<file path="config.mk">
export PLATFORM = sky130hd
export DESIGN_NAME = mref_addr_gen
export DESIGN_NICKNAME = d
export VERILOG_FILES = /design/src/rtl/mref_pkg.sv /design/src/rtl/mref_offset.sv /design/src/rtl/mref_base_sel.sv /design/src/rtl/mref_seq.sv /design/src/rtl/mref_addr_gen.sv
export SDC_FILE = /design/constraint.sdc
export NUM_CORES = 1
export LEC_CHECK = 0
export CAP_MARGIN = 0
export CORE_MARGIN = 2
export CORE_UTILIZATION = 64
export DETAILED_ROUTE_END_ITERATION = 6
export DONT_BUFFER_PORTS = 1
export PLACE_DENSITY = 0.8
export REMOVE_ABC_BUFFERS = 1
export SYNTH_ARGS = -nofsm -noshare
export SYNTH_HDL_FRONTEND = slang
export SYNTH_SLANG_ARGS = --single-unit
</file>
<file path="constraint.sdc">
create_clock -name clk -period 3.76 [get_ports clk]
set_input_delay 0.188 -clock clk [delete_from_list [all_inputs] [get_ports clk]]
set_output_delay 0.188 -clock clk [all_outputs]
set_load 0.02 [all_outputs]
</file>
<file path="src/rtl/mref_pkg.sv">
package mref_pkg;
   typedef enum logic [1:0] {
      MODE_PAGE  = 2'd0,
      MODE_PCREL = 2'd1,
      MODE_IDX2  = 2'd2,
      MODE_IDX3  = 2'd3
   } xr_mode_e;

   typedef enum logic {
      SEQ_IDLE = 1'b0,
      SEQ_PTR  = 1'b1
   } seq_state_e;
endpackage

</file>
<file path="src/rtl/mref_offset.sv">
module mref_offset #(
   parameter int ADDR_W   = 16,
   parameter int DISP_W   = 8,
   parameter bit DWORD_EN = 1'b1
) (
   input  logic [DISP_W-1:0] disp,
   input  logic              zext,
   input  logic              dword,
   input  logic [ADDR_W-1:0] ext_word,
   output logic [ADDR_W-1:0] offset
);
   localparam int PAD_W = ADDR_W - DISP_W;

   logic [ADDR_W-1:0] short_off;

   always_comb begin
      if (zext) short_off = {{PAD_W{1'b0}}, disp};
      else      short_off = {{PAD_W{disp[DISP_W-1]}}, disp};
   end

   generate
      if (DWORD_EN) begin : g_dword
         assign offset = dword ? ext_word : short_off;
      end else begin : g_single
         logic unused_dw;
         assign unused_dw = dword ^ (^ext_word);
         assign offset = short_off;
      end
   endgenerate
endmodule

</file>
<file path="src/rtl/mref_base_sel.sv">
module mref_base_sel
   import mref_pkg::*;
#(
   parameter int ADDR_W = 16
) (
   input  xr_mode_e          mode,
   input  logic [ADDR_W-1:0] pc_next,
   input  logic [ADDR_W-1:0] idx2,
   input  logic [ADDR_W-1:0] idx3,
   output logic [ADDR_W-1:0] base
);
   always_comb begin
      unique case (mode)
         MODE_PAGE:  base = '0;
         MODE_PCREL: base = pc_next;
         MODE_IDX2:  base = idx2;
         default:    base = idx3;
      endcase
   end
endmodule

</file>
<file path="src/rtl/mref_seq.sv">
module mref_seq
   import mref_pkg::*;
#(
   parameter int ADDR_W = 16
) (
   input  logic              clk,
   input  logic              rst_n,
   input  logic              start,
   input  logic              indirect,
   input  logic [ADDR_W-1:0] addr,
   input  logic              ptr_valid,
   input  logic [ADDR_W-1:0] ptr_data,
   output logic              ind_req,
   output logic [ADDR_W-1:0] ind_addr,
   output logic              ea_valid,
   output logic [ADDR_W-1:0] ea
);
   seq_state_e state;

   always_ff @(posedge clk) begin
      if (!rst_n) begin
         state    <= SEQ_IDLE;
         ea       <= '0;
         ea_valid <= 1'b0;
         ind_addr <= '0;
      end else begin
         ea_valid <= 1'b0;
         case (state)
            SEQ_IDLE: begin
               if (start) begin
                  if (indirect) begin
                     state    <= SEQ_PTR;
                     ind_addr <= addr;
                  end else begin
                     ea       <= addr;
                     ea_valid <= 1'b1;
                  end
               end
            end
            default: begin
               if (ptr_valid) begin
                  ea       <= ptr_data;
                  ea_valid <= 1'b1;
                  state    <= SEQ_IDLE;
               end
            end
         endcase
      end
   end

   assign ind_req = (state == SEQ_PTR);

   assert_direct_R7: assert property (@(posedge clk) disable iff (!rst_n)
      (!ind_req && start && !indirect) |=> (ea_valid && ea == $past(addr)));

   assert_ptr_hold_R8: assert property (@(posedge clk) disable iff (!rst_n)
      (ind_req && !ptr_valid) |=> (ind_req && $stable(ind_addr)));

   assert_ptr_done_R9: assert property (@(posedge clk) disable iff (!rst_n)
      (ind_req && ptr_valid) |=> (ea_valid && !ind_req && ea == $past(ptr_data)));

   assert_busy_quiet_R10: assert property (@(posedge clk) disable iff (!rst_n)
      (ind_req && !ptr_valid) |=> !ea_valid);
endmodule

</file>
<file path="src/rtl/mref_addr_gen.sv">
module mref_addr_gen
   import mref_pkg::*;
#(
   parameter int ADDR_W   = 16,
   parameter int DISP_W   = 8,
   parameter int XR_LSB   = 8,
   parameter bit DWORD_EN = 1'b1
) (
   input  logic              clk,
   input  logic              rst_n,
   input  logic              start,
   input  logic [ADDR_W-1:0] insn,
   input  logic              dword,
   input  logic [ADDR_W-1:0] ext_word,
   input  logic              indirect,
   input  logic [ADDR_W-1:0] pc_next,
   input  logic [ADDR_W-1:0] idx2,
   input  logic [ADDR_W-1:0] idx3,
   input  logic              ptr_valid,
   input  logic [ADDR_W-1:0] ptr_data,
   output logic              ind_req,
   output logic [ADDR_W-1:0] ind_addr,
   output logic              ea_valid,
   output logic [ADDR_W-1:0] ea
);
   localparam int PAD_W = ADDR_W - DISP_W;

   generate
      if (DISP_W >= ADDR_W) begin : g_bad_disp
         $error("DISP_W must be narrower than ADDR_W");
      end
      if (XR_LSB + 2 > ADDR_W || XR_LSB < DISP_W) begin : g_bad_xr
         $error("mode field must sit above the displacement inside the word");
      end
   endgenerate

   xr_mode_e          mode;
   logic [DISP_W-1:0] disp;
   logic [ADDR_W-1:0] base;
   logic [ADDR_W-1:0] offset;
   logic [ADDR_W-1:0] addr;

   assign mode = xr_mode_e'(insn[XR_LSB +: 2]);
   assign disp = insn[DISP_W-1:0];

   mref_base_sel #(.ADDR_W(ADDR_W)) u_base (
      .mode    (mode),
      .pc_next (pc_next),
      .idx2    (idx2),
      .idx3    (idx3),
      .base    (base)
   );

   mref_offset #(.ADDR_W(ADDR_W), .DISP_W(DISP_W), .DWORD_EN(DWORD_EN)) u_off (
      .disp     (disp),
      .zext     (mode == MODE_PAGE),
      .dword    (dword),
      .ext_word (ext_word),
      .offset   (offset)
   );

   assign addr = base + offset;

   mref_seq #(.ADDR_W(ADDR_W)) u_seq (
      .clk       (clk),
      .rst_n     (rst_n),
      .start     (start),
      .indirect  (indirect),
      .addr      (addr),
      .ptr_valid (ptr_valid),
      .ptr_data  (ptr_data),
      .ind_req   (ind_req),
      .ind_addr  (ind_addr),
      .ea_valid  (ea_valid),
      .ea        (ea)
   );

   assert_page_zext_R2: assert property (@(posedge clk) disable iff (!rst_n)
      (start && !ind_req && !indirect && !dword && mode == MODE_PAGE)
      |=> (ea == {{PAD_W{1'b0}}, $past(disp)}));

   assert_never_both_R9: assert property (@(posedge clk) disable iff (!rst_n)
      ind_req |-> !ea_valid);
endmodule

</file>
* Yosys cells after proc, flatten, opt, wreduce, memory -nomap -nowiden *
Index checks and enable logic that the tools add are counted.

cells by class
  $add $sub $neg = 1
  multiply operators = 0
  divide/modulo/power cells = 0
  $lt $le $gt $ge = 0
  equality and inequality tests = 4
  shifts and indexed selects = 0
  mux-type cells = 15
  bitwise logic cells = 1
  reductions and logical operators = 4

operators with widths
  operator            number
  $mux 16             6
  $pmux 16 s3         1
  $add 16x16->16      1
  $mux 1              8
  $reduce_and 3->1    2
  $eq 2x1->1 const B  1
  $eq 2x2->1 const B  1
  $logic_not 2->1     1
  $ne 2x1->1 const B  1
  $ne 2x2->1 const B  1
  $reduce_bool 2->1   1
  $not 1->1           1

storage, ports and cells
  register bits after elaboration = 34
  latch bits = 0
  bits in writable memories = 0
  memory bits (read-only) = 0
  output and inout port bits = 34
  word-level logic and storage cells = 29
  memories kept = 0

* Depth between registers and ports, before layout *
Gate-level depths: netlist (run 1).

  depth in word-level cells = 7
  mapped depth = 13
  depth with buffers taken out = 11

* Cells and area by module *
From an unflattened synthesis (run 1), not the netlist that was laid out.

unflattened totals
  cell total of the unflattened synthesis = 317
  area total of the unflattened synthesis = 2872.8 µm²

by module, submodules not included
  module         times used  cells each  area each (µm²)  sequential area each (µm²)
  mref_seq       1           151         1382.6           680.7
  mref_addr_gen  1           108         857.1            0.0
  mref_base_sel  1           39          434.2            0.0
  mref_offset    1           19          198.9            0.0

* Worst setup path after synthesis (run 1) *
No wires, ideal clock.

  path kind = input -> register
  start = input insn[8]
  end = register u_seq.ea[14]
  library setup time = 0.120 ns
  arrival = 2.687 ns
  slack = 0.953 ns
  stages = 12
  cell sequence = buf_2 buf_1 mux2_2 a22o_1 ha_1 buf_6 a21oi_2 o21a_4 nor3_2 or4_4 a21boi_1 nor3_2

on the way
  cells in the longest elaborated chain, start to end = 7
  elaborated cells on any way between the ends = 10
  those cells by class = 1 x add/sub; 2 x eq/ne; 6 x mux; 1 x reduce/logical

ends and longest elaborated chain
  what                    RTL line                                  RTL
  start: declaration      mref_addr_gen.sv:12                       input logic [ADDR_W-1:0] insn,
  $logic_not 2->1         mref_base_sel.sv:13, mref_addr_gen.sv:56
  $mux 16                 mref_offset.sv:17                         if (zext) short_off = {{PAD_W{1'b0}}, disp};
  $mux 16                 mref_offset.sv:23                         assign offset = dword ? ext_word : short_off;
  $add 16x16->16 *        mref_addr_gen.sv:62                       assign addr = base + offset;
  $mux 16 *               mref_seq.sv:31                            if (indirect) begin
  $mux 16 *               mref_seq.sv:30                            if (start) begin
  $mux 16 *               mref_seq.sv:28                            case (state)
  end signal: assignment  mref_seq.sv:35                            ea <= addr;
  end signal: assignment  mref_seq.sv:42                            ea <= ptr_data;
  end: declaration        mref_seq.sv:16                            output logic [ADDR_W-1:0] ea

Mark *: on every way between the ends. The rest lies on a longest branch, timed or not. The select of a mux whose other input is x is not followed.
A chain may end at the register's enable or synchronous reset.

* Worst setup path in the final report (run 1) *
  start = input insn[8]
  end = register u_seq.ea[12]

Same word-level chain as after synthesis.

==> run summary, run 1 <==
Number of placement rows -> 23
Setup Crit Path Kind -> in2reg
Slew @ Worst Pin -> 0.8348 ns
Cell-internal power -> 0.7003 mW
IO Pins -> 136
Placement Cell Area -> 2640 sq um
Number of sinks driven by the clock tree -> 34
Nets -> 431
Crit Reg-Reg Endpoint -> u_seq.ind_addr[13]
Number of distinct library cells after synthesis -> 57
Status -> completed
Utilization after layout -> 0.6780
Ranking of synthesized cells by instance count -> 39 x sky130_fd_sc_hd__a21oi_1, 34 x sky130_fd_sc_hd__dfxtp_1, 24 x sky130_fd_sc_hd__mux2_2, 23 x sky130_fd_sc_hd__nand2_1, 19 x sky130_fd_sc_hd__nor2_1
Worst Setup Start Kind -> primary input
Share of cells above drive strength 1 -> 0.1497
Maximum fanout encountered on the critical timing path -> 18
Wire per inst -> 17.16 um
CTS Buf Count -> 5
Post-route insts no fill -> 364
Cell types with the largest area share after synthesis -> sky130_fd_sc_hd__dfxtp_1 25%, sky130_fd_sc_hd__mux2_2 10%, sky130_fd_sc_hd__a21oi_1 7.2%
Width of the chip -> 68.86 um
Origin of the worst setup path -> insn[8]
Highest Clock Rate -> 0.4433 GHz
Share of total power in combinational logic -> 0.332
Reg power frac -> 0.422
Power density cells -> 399.8 nW/um^2
Net switching power -> 0.3917 mW
Setup violators final -> 0
CTS hold repair buffers -> 0
DRC errors left -> 0
Required time at the worst-slack endpoint -> 3.92 ns
Setup repair after global routing missed its margin -> no
Overall global routing resource usage -> 0.2635
ANT cells -> 0
Grt ovf -> 0
Signed area change from the synthesized netlist to the final layout -> 1.441%
Vertical die dimension -> 68.86 um
Mapped Area -> 2693 sq um
Post-Route Skew -> 0.004596 ns
Count of endpoints failing hold in the final timing report -> 0
Dpl hpwl -> 4863 um
H-tree levels -> 2
Final cell area excluding filler cells -> 2731 sq um
Final GP Congestion -> 0.8102
Clock Path Buffers -> 2
Crit path DAT -> 2.42 ns
Clock tree from TritonCTS -> built
Violation count after the first detailed-routing iteration -> 109
Worst-case reg-to-reg path depth -> 3
Final Cycle Share -> 0.6000
Number of enable flip-flop cells after synthesis -> 0
Number of global-route vias before repair -> 2047
Sequential cell area fraction in the yosys report -> 0.2528
Slew margin rel. -> 0.4418
Fraction of power spent switching nets -> 0.3587
Synthesized area per cell -> 8.259 sq um
Number of synthesis warnings -> 0
Floorplan die area -> 4742 sq um
Initial core utilization -> 0.6683
Reg-to-reg slack, setup -> 1.78 ns
Number of max-slew violations in the final report -> 0
Worst Setup EP -> u_seq.ea[12]
Top-area cell type share of the netlist area -> 0.2528
Max rail drop VDD -> 134.2 uV
Sum of negative setup slack -> 0 ns
Total number of vias -> 2366
Reg2Reg Launch Point -> u_seq.ind_req
Synthesized netlist cell count -> 326
Largest net degree at the start of global routing -> 24
Number of placed instances with taps included -> 356
Clock Root Buffer -> sky130_fd_sc_hd__clkbuf_8
Number of vias per cell -> 6.500
Cell with the most instances after synthesis -> sky130_fd_sc_hd__a21oi_1
Total length of routed wires -> 6246 um
Remaining antenna violation count after routing -> 0
FFs w/ async S/R, synth -> 0
Number of buffers inserted to repair setup after CTS -> 0
Number of gates given a new drive strength after cts -> 0
Path class of the lowest-slack min-delay path -> in2reg
Most area-hungry cell type in the Yosys netlist -> sky130_fd_sc_hd__dfxtp_1
Insertion delay to the later sink of the worst-skew pair -> 0.28 ns
First drt pass iteration count -> 4
Port Buffer Count -> 0
Predominant post-synthesis flop cell -> sky130_fd_sc_hd__dfxtp_1
Core area -> 4029 sq um
Endpoint class of the critical path -> register
First-pass GRT wire length -> 9321 um
Number of register bits inferred by synthesis -> 34
Antenna violations before repair -> 0
Leak pwr -> 1.092 nW
Clock transition at the register clock pins on the worst setup and hold paths after CTS -> 0.06 ns
Max_cap viols -> 0
Portion of total power attributed to the clock network -> 0.246
Min cycle time layout -> 2.256 ns
## placed cells by master, fill, tap and decap left out, types with 3 or more instances in the layout
cell type,n
sky130_fd_sc_hd__o211ai_1,9
sky130_fd_sc_hd__o211a_1,3
sky130_fd_sc_hd__mux2_2,24
sky130_fd_sc_hd__o21ai_1,4
sky130_fd_sc_hd__xnor2_1,8
sky130_fd_sc_hd__nand2_1,23
sky130_fd_sc_hd__buf_4,3
sky130_fd_sc_hd__xor2_1,4
sky130_fd_sc_hd__a21oi_1,39
sky130_fd_sc_hd__inv_1,13
sky130_fd_sc_hd__nand4_1,4
sky130_fd_sc_hd__a31oi_1,3
sky130_fd_sc_hd__clkbuf_8,6
sky130_fd_sc_hd__nand2b_1,3
sky130_fd_sc_hd__nand3_1,11
sky130_fd_sc_hd__nor3_1,3
sky130_fd_sc_hd__ha_1,15
sky130_fd_sc_hd__a22o_1,15
sky130_fd_sc_hd__o21a_1,5
sky130_fd_sc_hd__dfxtp_1,34
sky130_fd_sc_hd__a211oi_1,6
sky130_fd_sc_hd__a21o_1,4
sky130_fd_sc_hd__nor2_1,19
sky130_fd_sc_hd__nand3b_1,7
sky130_fd_sc_hd__o21ai_0,13
## routing by layer
layer  GRT usage  part of all wire
met5           0                 0
met4     0.08088             0.014
met3     0.05519             0.096
met2      0.4555              0.48
met1      0.3271              0.41
## area by class of cell
| cell class | instances | area (sq um) |
|---|---|---|
| multi-input cells | 255 | 1822 |
| inverters | 14 | 52.55 |
| flip-flops and latches | 34 | 680.7 |
| well taps | 50 | 62.56 |
| clock inverters | 1 | 5.005 |
| clock buffers | 7 | 86.33 |
| repair buffers | 3 | 22.52 |
| fillers | 370 | 1297 |
## cell families after synthesis
family	Yosys count	synth area share
flops	34	0.2528
simple gates	86	0.1659
fa+ha+maj	16	0.07714
buf+inv	37	0.07063
compound gates	115	0.2867
xor+xnor	12	0.03903
mux	26	0.1078
## worst max-delay path, stage by stage
cell,delay [ns]
sky130_fd_sc_hd__nor2b_1,0.23
sky130_fd_sc_hd__a22o_1,0.19
sky130_fd_sc_hd__ha_1,0.16
sky130_fd_sc_hd__inv_1,0.06
sky130_fd_sc_hd__fa_1,0.41
sky130_fd_sc_hd__nand2b_1,0.20
sky130_fd_sc_hd__a21oi_1,0.19
sky130_fd_sc_hd__o21ai_1,0.17
sky130_fd_sc_hd__o31ai_1,0.30
sky130_fd_sc_hd__xnor2_1,0.22
sky130_fd_sc_hd__a21oi_1,0.10
## worst min-delay path by stage
stage	from	end	slack [ns]	cells past startpoint
6_report	rst_n	u_seq.ind_addr[8]	0.03	1
5_1_grt	rst_n	u_seq.ind_addr[8]	0.02	1
4_1_cts	rst_n	u_seq.ind_addr[8]	0.02	1
3_5_place_dp	rst_n	u_seq.ind_addr[8]	0.32	1
3_3_place_gp	rst_n	u_seq.ind_addr[8]	0.31	1
2_1_floorplan	rst_n	u_seq.ind_addr[8]	0.31	1
## power by group through the flow
stage	Sequential [mW]	Clock, mW	Combinational, mW
finish	0.461	0.269	0.363
global placement	0.468	0	0.349
detailed placement	0.470	0	0.357
floorplan	0.464	0	0.287
global route	0.466	0.291	0.406
CTS	0.461	0.276	0.360
## metrics by stage
| stage | power (mW) | setup WS, ns | hold slack (ns) |
|---|---|---|---|
| floorplan | 0.7519 | 1.058 | 0.3055 |
| global placement | 0.8173 | 1.289 | 0.3123 |
| detailed placement | 0.8270 | 1.231 | 0.3174 |
| CTS | 1.098 | 1.525 | 0.02046 |
| global route | 1.163 | 1.302 | 0.01639 |
| finish | 1.092 | 1.504 | 0.03011 |
## state kept, by name (all words and copies together) (netlist names)
name            cells
u_seq.ea           16
u_seq.ind_req       1
u_seq.ea_valid      1
u_seq.ind_addr     16
Power figures use the tool's default switching activity.
==> run 2: changes to the inputs <==
--- a/config.mk
+++ b/config.mk
@@ -7,10 +7,10 @@
 export LEC_CHECK = 0
 export CAP_MARGIN = 0
 export CORE_MARGIN = 2
-export CORE_UTILIZATION = 64
+export CORE_UTILIZATION = 58
 export DETAILED_ROUTE_END_ITERATION = 6
 export DONT_BUFFER_PORTS = 1
-export PLACE_DENSITY = 0.8
+export PLACE_DENSITY = 0.76
 export REMOVE_ABC_BUFFERS = 1
 export SYNTH_ARGS = -nofsm -noshare
 export SYNTH_HDL_FRONTEND = slang
==> constraint.sdc (replaced) <==
create_clock -name clk -period 1.8 [get_ports clk]
set_input_delay 0.09 -clock clk [delete_from_list [all_inputs] [get_ports clk]]
set_output_delay 0.09 -clock clk [all_outputs]
set_load 0.02 [all_outputs]
==> run summary, run 2 (same netlist as run 1, synthesis figures left out) <==
Required time at the worst-slack endpoint -> 2.00 ns
Endpoint class of the critical path -> register
Clock Path Buffers -> 2
Origin of the worst setup path -> insn[8]
Worst path setup slack after routing -> -0.2260 ns
Utilization after layout -> 0.8126
Share of cells above drive strength 1 -> 0.4103
Number of global-route vias before repair -> 2623
Floorplan die area -> 5203 sq um
Clock transition at the register clock pins on the worst setup and hold paths after CTS -> 0.06 ns
Critical hold path startpoint -> rst_n
Crit path DAT -> 2.22 ns
CTS Buf Count -> 5
Wire per inst -> 19.62 um
Endpoint, Worst Hold -> u_seq.ind_addr[9]
Nets -> 485
DRC errors left -> 0
ANT cells -> 0
Final Total Pwr -> 2.925 mW
Max rail drop VDD -> 622.6 uV
Routed wire length on met3 -> 582 um
Width of the chip -> 72.14 um
Final GP Congestion -> 0.8161
Violation count after the first detailed-routing iteration -> 187
Min cycle time layout -> 2.026 ns
First-pass GRT wire length -> 11970 um
Leak pwr -> 1.414 nW
Max_cap viols -> 0
Power density cells -> 815.4 nW/um^2
Sum of negative setup slack -> -2.113 ns
Violations in the final reports -> negative setup slack
Remaining antenna violation count after routing -> 0
H-tree levels -> 2
Insertion delay to the later sink of the worst-skew pair -> 0.28 ns
Reg2Reg Launch Point -> u_seq.ind_req
Initial core utilization -> 0.6100
Count of endpoints failing hold in the final timing report -> 0
Total length of routed wires -> 8240 um
Clock tree from TritonCTS -> built
Number of placement rows -> 24
Placement Cell Area -> 2950 sq um
Port Buffer Count -> 0
Slew margin rel. -> 0.5471
Status -> finished, violations left
Antenna violations before repair -> 0
Regs by FF count -> u_seq.ea x16, u_seq.ind_addr x16
Number of placed instances with taps included -> 399
Setup Crit Path Kind -> in2reg
Overall global routing resource usage -> 0.2852
Layout filler cell count -> 284
Dpl hpwl -> 5363 um
Number of cells traversed by the worst hold path -> 2
First drt pass iteration count -> 4
Highest Clock Rate -> 0.4936 GHz
Crit Reg-Reg Endpoint -> u_seq.ea[12]
Reg-to-reg slack, setup -> 0.10 ns
Grt ovf -> 0
Clock Root Buffer -> sky130_fd_sc_hd__clkbuf_8
Final Cycle Share -> 1.126
Post-route insts no fill -> 420
Number of max-slew violations in the final report -> 0
Post-Route Skew -> 0.002592 ns
Most common cell after layout, fill and taps aside -> sky130_fd_sc_hd__buf_4
Met1 Routed Length -> 3292 um
Worst-case reg-to-reg path depth -> 5
Core area -> 4414 sq um
Maximum fanout encountered on the critical timing path -> 18
Highest metal layer with signal wires -> met4
Slew @ Worst Pin -> 0.6771 ns
Number of sinks driven by the clock tree -> 34
Path class of the lowest-slack min-delay path -> in2reg
Final cell area excluding filler cells -> 3587 sq um
Commonest non-fill, non-tap cells in the layout -> 51 x sky130_fd_sc_hd__buf_4, 34 x sky130_fd_sc_hd__dfxtp_1, 26 x sky130_fd_sc_hd__a21oi_1
Largest net degree at the start of global routing -> 30
Setup repair after global routing missed its margin -> yes
IO Pins -> 136
Worst Setup Start Kind -> primary input
Signed area change from the synthesized netlist to the final layout -> 33.22%
Number of vias per cell -> 6.486
Vertical die dimension -> 72.14 um
Setup violators final -> 21
Total number of vias -> 2724
Detailed route wirelength on metal2 -> 4179 um
## run 2: cell types whose count changed in the layout (fill, tap and decap cells not counted), moves of 6 or more
cell and delta:
sky130_fd_sc_hd__a21oi_1 -13, sky130_fd_sc_hd__a21oi_2 +9, sky130_fd_sc_hd__buf_4 +48, sky130_fd_sc_hd__ha_1 -12, sky130_fd_sc_hd__ha_4 +11, sky130_fd_sc_hd__o21ai_0 -6
## run 2: critical path, cell delays in order
cell	delay, ns
sky130_fd_sc_hd__nor2b_4	0.13
sky130_fd_sc_hd__buf_6	0.13
sky130_fd_sc_hd__a22o_1	0.26
sky130_fd_sc_hd__ha_4	0.31
sky130_fd_sc_hd__o211ai_1	0.16
sky130_fd_sc_hd__buf_4	0.18
sky130_fd_sc_hd__a21oi_4	0.12
sky130_fd_sc_hd__o211ai_1	0.17
sky130_fd_sc_hd__and3_1	0.24
sky130_fd_sc_hd__or2_1	0.25
sky130_fd_sc_hd__a211oi_2	0.17
## run 2: layer usage
layer  up-vias  global-route usage
met5         -                   0
met4         0             0.05870
met3        21             0.06944
met2       116              0.4903
met1      1303              0.3633
li1       1284                   -
## run 2: where the power goes
part / internal (mW) / switching (mW)
Sequential: 0.826 / 0.135
Combinational: 0.646 / 0.651
Clock: 0.414 / 0.254
## run 2: layout make-up
| class | count | area, sq um | share of cell area |
|---|---|---|---|
| multi-input cells | 255 | 2235 | 0.6229 |
| clock buffers | 7 | 76.32 | 0.02128 |
| well taps | 52 | 65.06 | 0.01814 |
| flip-flops and latches | 34 | 680.7 | 0.1897 |
| repair buffers | 57 | 447.9 | 0.1249 |
| clock inverters | 1 | 30.03 | 0.008371 |
| inverters | 14 | 52.55 | 0.01465 |
## run 2: how the worst max path moves through the flow
stage	to	slack, ns	cells after the start
6_report	u_seq.ea[8]	-0.23	11
5_1_grt	u_seq.ea[8]	-0.28	10
4_1_cts	u_seq.ea[14]	-0.08	11
3_5_place_dp	u_seq.ea[8]	-0.52	11
3_3_place_gp	u_seq.ea[13]	-0.48	10
2_1_floorplan	u_seq.ea[8]	-0.80	11
## run 2: stage by stage
| stage | worst slack (ns) | hold WS [ns] |
|---|---|---|
| global route | -0.2845 | 0.03403 |
| detailed placement | -0.5220 | 0.2126 |
| CTS | -0.08354 | 0.01145 |
| global placement | -0.4831 | 0.2098 |
| finish | -0.2260 | 0.01023 |
| floorplan | -0.8037 | 0.2075 |
## run 2: repair_timing
action,in CTS,in global routing
pin swaps,15,25
resized for setup,46,37
buffers inserted,2,8
setup endpoints to repair,20,24
gates cloned,1,0
endpoints found under the hold margin,19,0
hold buffers,2,0
==> run 3: changes to the inputs <==
--- a/config.mk
+++ b/config.mk
@@ -6,12 +6,15 @@
 export NUM_CORES = 1
 export LEC_CHECK = 0
 export CAP_MARGIN = 0
+export CELL_PAD_IN_SITES_DETAIL_PLACEMENT = 1
+export CELL_PAD_IN_SITES_GLOBAL_PLACEMENT = 1
 export CORE_MARGIN = 2
-export CORE_UTILIZATION = 58
+export CORE_UTILIZATION = 40
 export DETAILED_ROUTE_END_ITERATION = 6
 export DONT_BUFFER_PORTS = 1
-export PLACE_DENSITY = 0.76
+export PLACE_DENSITY_LB_ADDON = 0.1
 export REMOVE_ABC_BUFFERS = 1
+export SETUP_SLACK_MARGIN = 0.02
 export SYNTH_ARGS = -nofsm -noshare
 export SYNTH_HDL_FRONTEND = slang
 export SYNTH_SLANG_ARGS = --single-unit
==> run summary, run 3 (same netlist as run 1, synthesis figures left out) <==
Reg power frac -> 0.333
Final GP Congestion -> 0.7855
Final hold slack -> -0.005765 ns
Nets -> 487
Portion of total power attributed to the clock network -> 0.201
Slew @ Worst Pin -> 0.7299 ns
Layout filler cell count -> 718
Clock Path Buffers -> 2
Crit path DAT -> 2.07 ns
Number of max-slew violations in the final report -> 0
Post-Route Skew -> 0.004976 ns
Overall global routing resource usage -> 0.2304
Width of the chip -> 86.05 um
Clock Root Buffer -> sky130_fd_sc_hd__clkbuf_8
Total length of routed wires -> 8911 um
Final cell area excluding filler cells -> 3665 sq um
Signed area change from the synthesized netlist to the final layout -> 36.11%
Initial core utilization -> 0.4192
Commonest non-fill, non-tap cells in the layout -> 49 x sky130_fd_sc_hd__buf_4, 34 x sky130_fd_sc_hd__dfxtp_1, 30 x sky130_fd_sc_hd__a21oi_1
Cell chain of the critical path -> nor2b_4 -> buf_4 -> a22o_4 -> ha_4 -> o211ai_1 -> a21o_4 -> a211oi_4 -> or4_4 -> a21boi_2 -> nor3_2
Post-placement setup slack -> -0.6128 ns
Max_cap viols -> 0
Most common cell after layout, fill and taps aside -> sky130_fd_sc_hd__buf_4
DRC errors left -> 0
Worst path top cell family by delay -> compound AO/OA/AOI/OAI gates
Count of endpoints failing hold in the final timing report -> 1
Busiest layer in global routing -> met2
Antenna violations before repair -> 0
Min cycle time layout -> 1.895 ns
First drt pass iteration count -> 4
Required time at the worst-slack endpoint -> 1.97 ns
H-tree levels -> 2
Number of sinks driven by the clock tree -> 34
Slew margin rel. -> 0.5118
Total number of vias -> 2657
Grt ovf -> 0
Leak pwr -> 1.445 nW
Setup violators final -> 5
Share of total power in combinational logic -> 0.466
Regs by FF count -> u_seq.ea x16, u_seq.ind_addr x16
Sequential standard cell area -> 680.7 sq um
Power density cells -> 787.1 nW/um^2
Wire per inst -> 19.94 um
Highest Clock Rate -> 0.5278 GHz
Violation count after the first detailed-routing iteration -> 67
Insertion delay to the later sink of the worst-skew pair -> 0.28 ns
GR Util met3 -> 0.04235
Count of buffer and inverter cells on the critical path -> 1
Core area -> 6422 sq um
Cell with the largest stage delay on the worst path -> sky130_fd_sc_hd__or4_4
ANT cells -> 0
Status -> finished, violations left
Share of cells above drive strength 1 -> 0.4135
Setup repair after global routing missed its margin -> yes
Worst Setup Start Kind -> primary input
Fraction of power spent switching nets -> 0.3675
Clock tree from TritonCTS -> built
Endpoint class of the critical path -> register
Largest net degree at the start of global routing -> 19
IO Pins -> 136
Net switching power -> 1.060 mW
Path class of the lowest-slack min-delay path -> in2reg
Placement Cell Area -> 2997 sq um
Number of vias per cell -> 5.944
Port Buffer Count -> 0
Met1 GRT Util -> 0.2805
Area used by multi-input combinational logic -> 2268 sq um
Violations in the final reports -> negative hold slack, negative setup slack
Number of global-route vias before repair -> 2794
Fraction of met2 tracks used by global routing -> 0.4080
Dpl hpwl -> 6190 um
Clock transition at the register clock pins on the worst setup and hold paths after CTS -> 0.07 ns
First-pass GRT wire length -> 13630 um
CTS Buf Count -> 5
Setup Crit Path Kind -> in2reg
Cell-internal power -> 1.825 mW
Vertical die dimension -> 86.05 um
Floorplan die area -> 7404 sq um
Final Cycle Share -> 1.053
Worst path setup slack after routing -> -0.09483 ns
Maximum fanout encountered on the critical timing path -> 18
Number of placement rows -> 29
Worst stage delay on the critical path -> 0.44 ns
Remaining antenna violation count after routing -> 0
Max rail drop VDD -> 297.6 uV
Final Total Pwr -> 2.885 mW
==> run 3: what timing repair did <==
| action | CTS | global route |
|---|---|---|
| pin swaps | 18 | 27 |
| setup endpoints to repair | 20 | 27 |
| cloned | 1 | 0 |
| hold endpoints to repair | 19 | 0 |
| buffers inserted | 5 | 3 |
| hold buffers | 4 | 0 |
| gates resized for setup | 46 | 41 |
==> run 3: worst paths after layout <==
path | to | depth (start not counted) | startpoint | slack [ns]
setup reg to reg | u_seq.ea[7] | 6 | u_seq.ind_req | 0.17
hold / removal | u_seq.ea[7] | 2 | ptr_data[7] | -0.006
hold reg to reg | u_seq.ind_addr[0] | 2 | u_seq.ind_addr[0] | 0.56
setup / recovery | u_seq.ea[14] | 10 | insn[8] | -0.09
==> run 3: cell type report <==
type / count / area share
multi-input cells: 255 / 0.6190
flip-flops and latches: 34 / 0.1857
repair buffers: 59 / 0.1297
well taps: 77 / 0.02629
clock buffers: 7 / 0.02356
inverters: 14 / 0.01434
clock inverters: 1 / 0.001366
==> run 3: metal layers <==
metal | wire (um) | part of all wire
met1 | 3761 | 0.42
met2 | 4412 | 0.50
met3 | 620 | 0.070
met4 | 117 | 0.013
met5 | 0 | 0
==> run 3: stage by stage <==
| step | instances | util | TNS [ns] |
|---|---|---|---|
| after CTS | 444 | 0.5367 | -0.4242 |
| after floorplan | 303 | - | -13.77 |
| after global placement | 426 | 0.4666 | -8.938 |
| final | 447 | 0.5706 | -0.2628 |
| after global routing | 447 | 0.5706 | -1.932 |
| after detailed placement | 426 | 0.4666 | -10.83 |
==> run 3: power by group through the flow <==
stage / Sequential (mW) / Combinational (mW) / Clock, mW
after floorplan: 0.970 / 0.600 / 0
after global placement: 0.978 / 0.949 / 0
after detailed placement: 0.980 / 0.969 / 0
after CTS: 0.962 / 1.17 / 0.593
after global routing: 0.970 / 1.46 / 0.632
final: 0.961 / 1.34 / 0.580
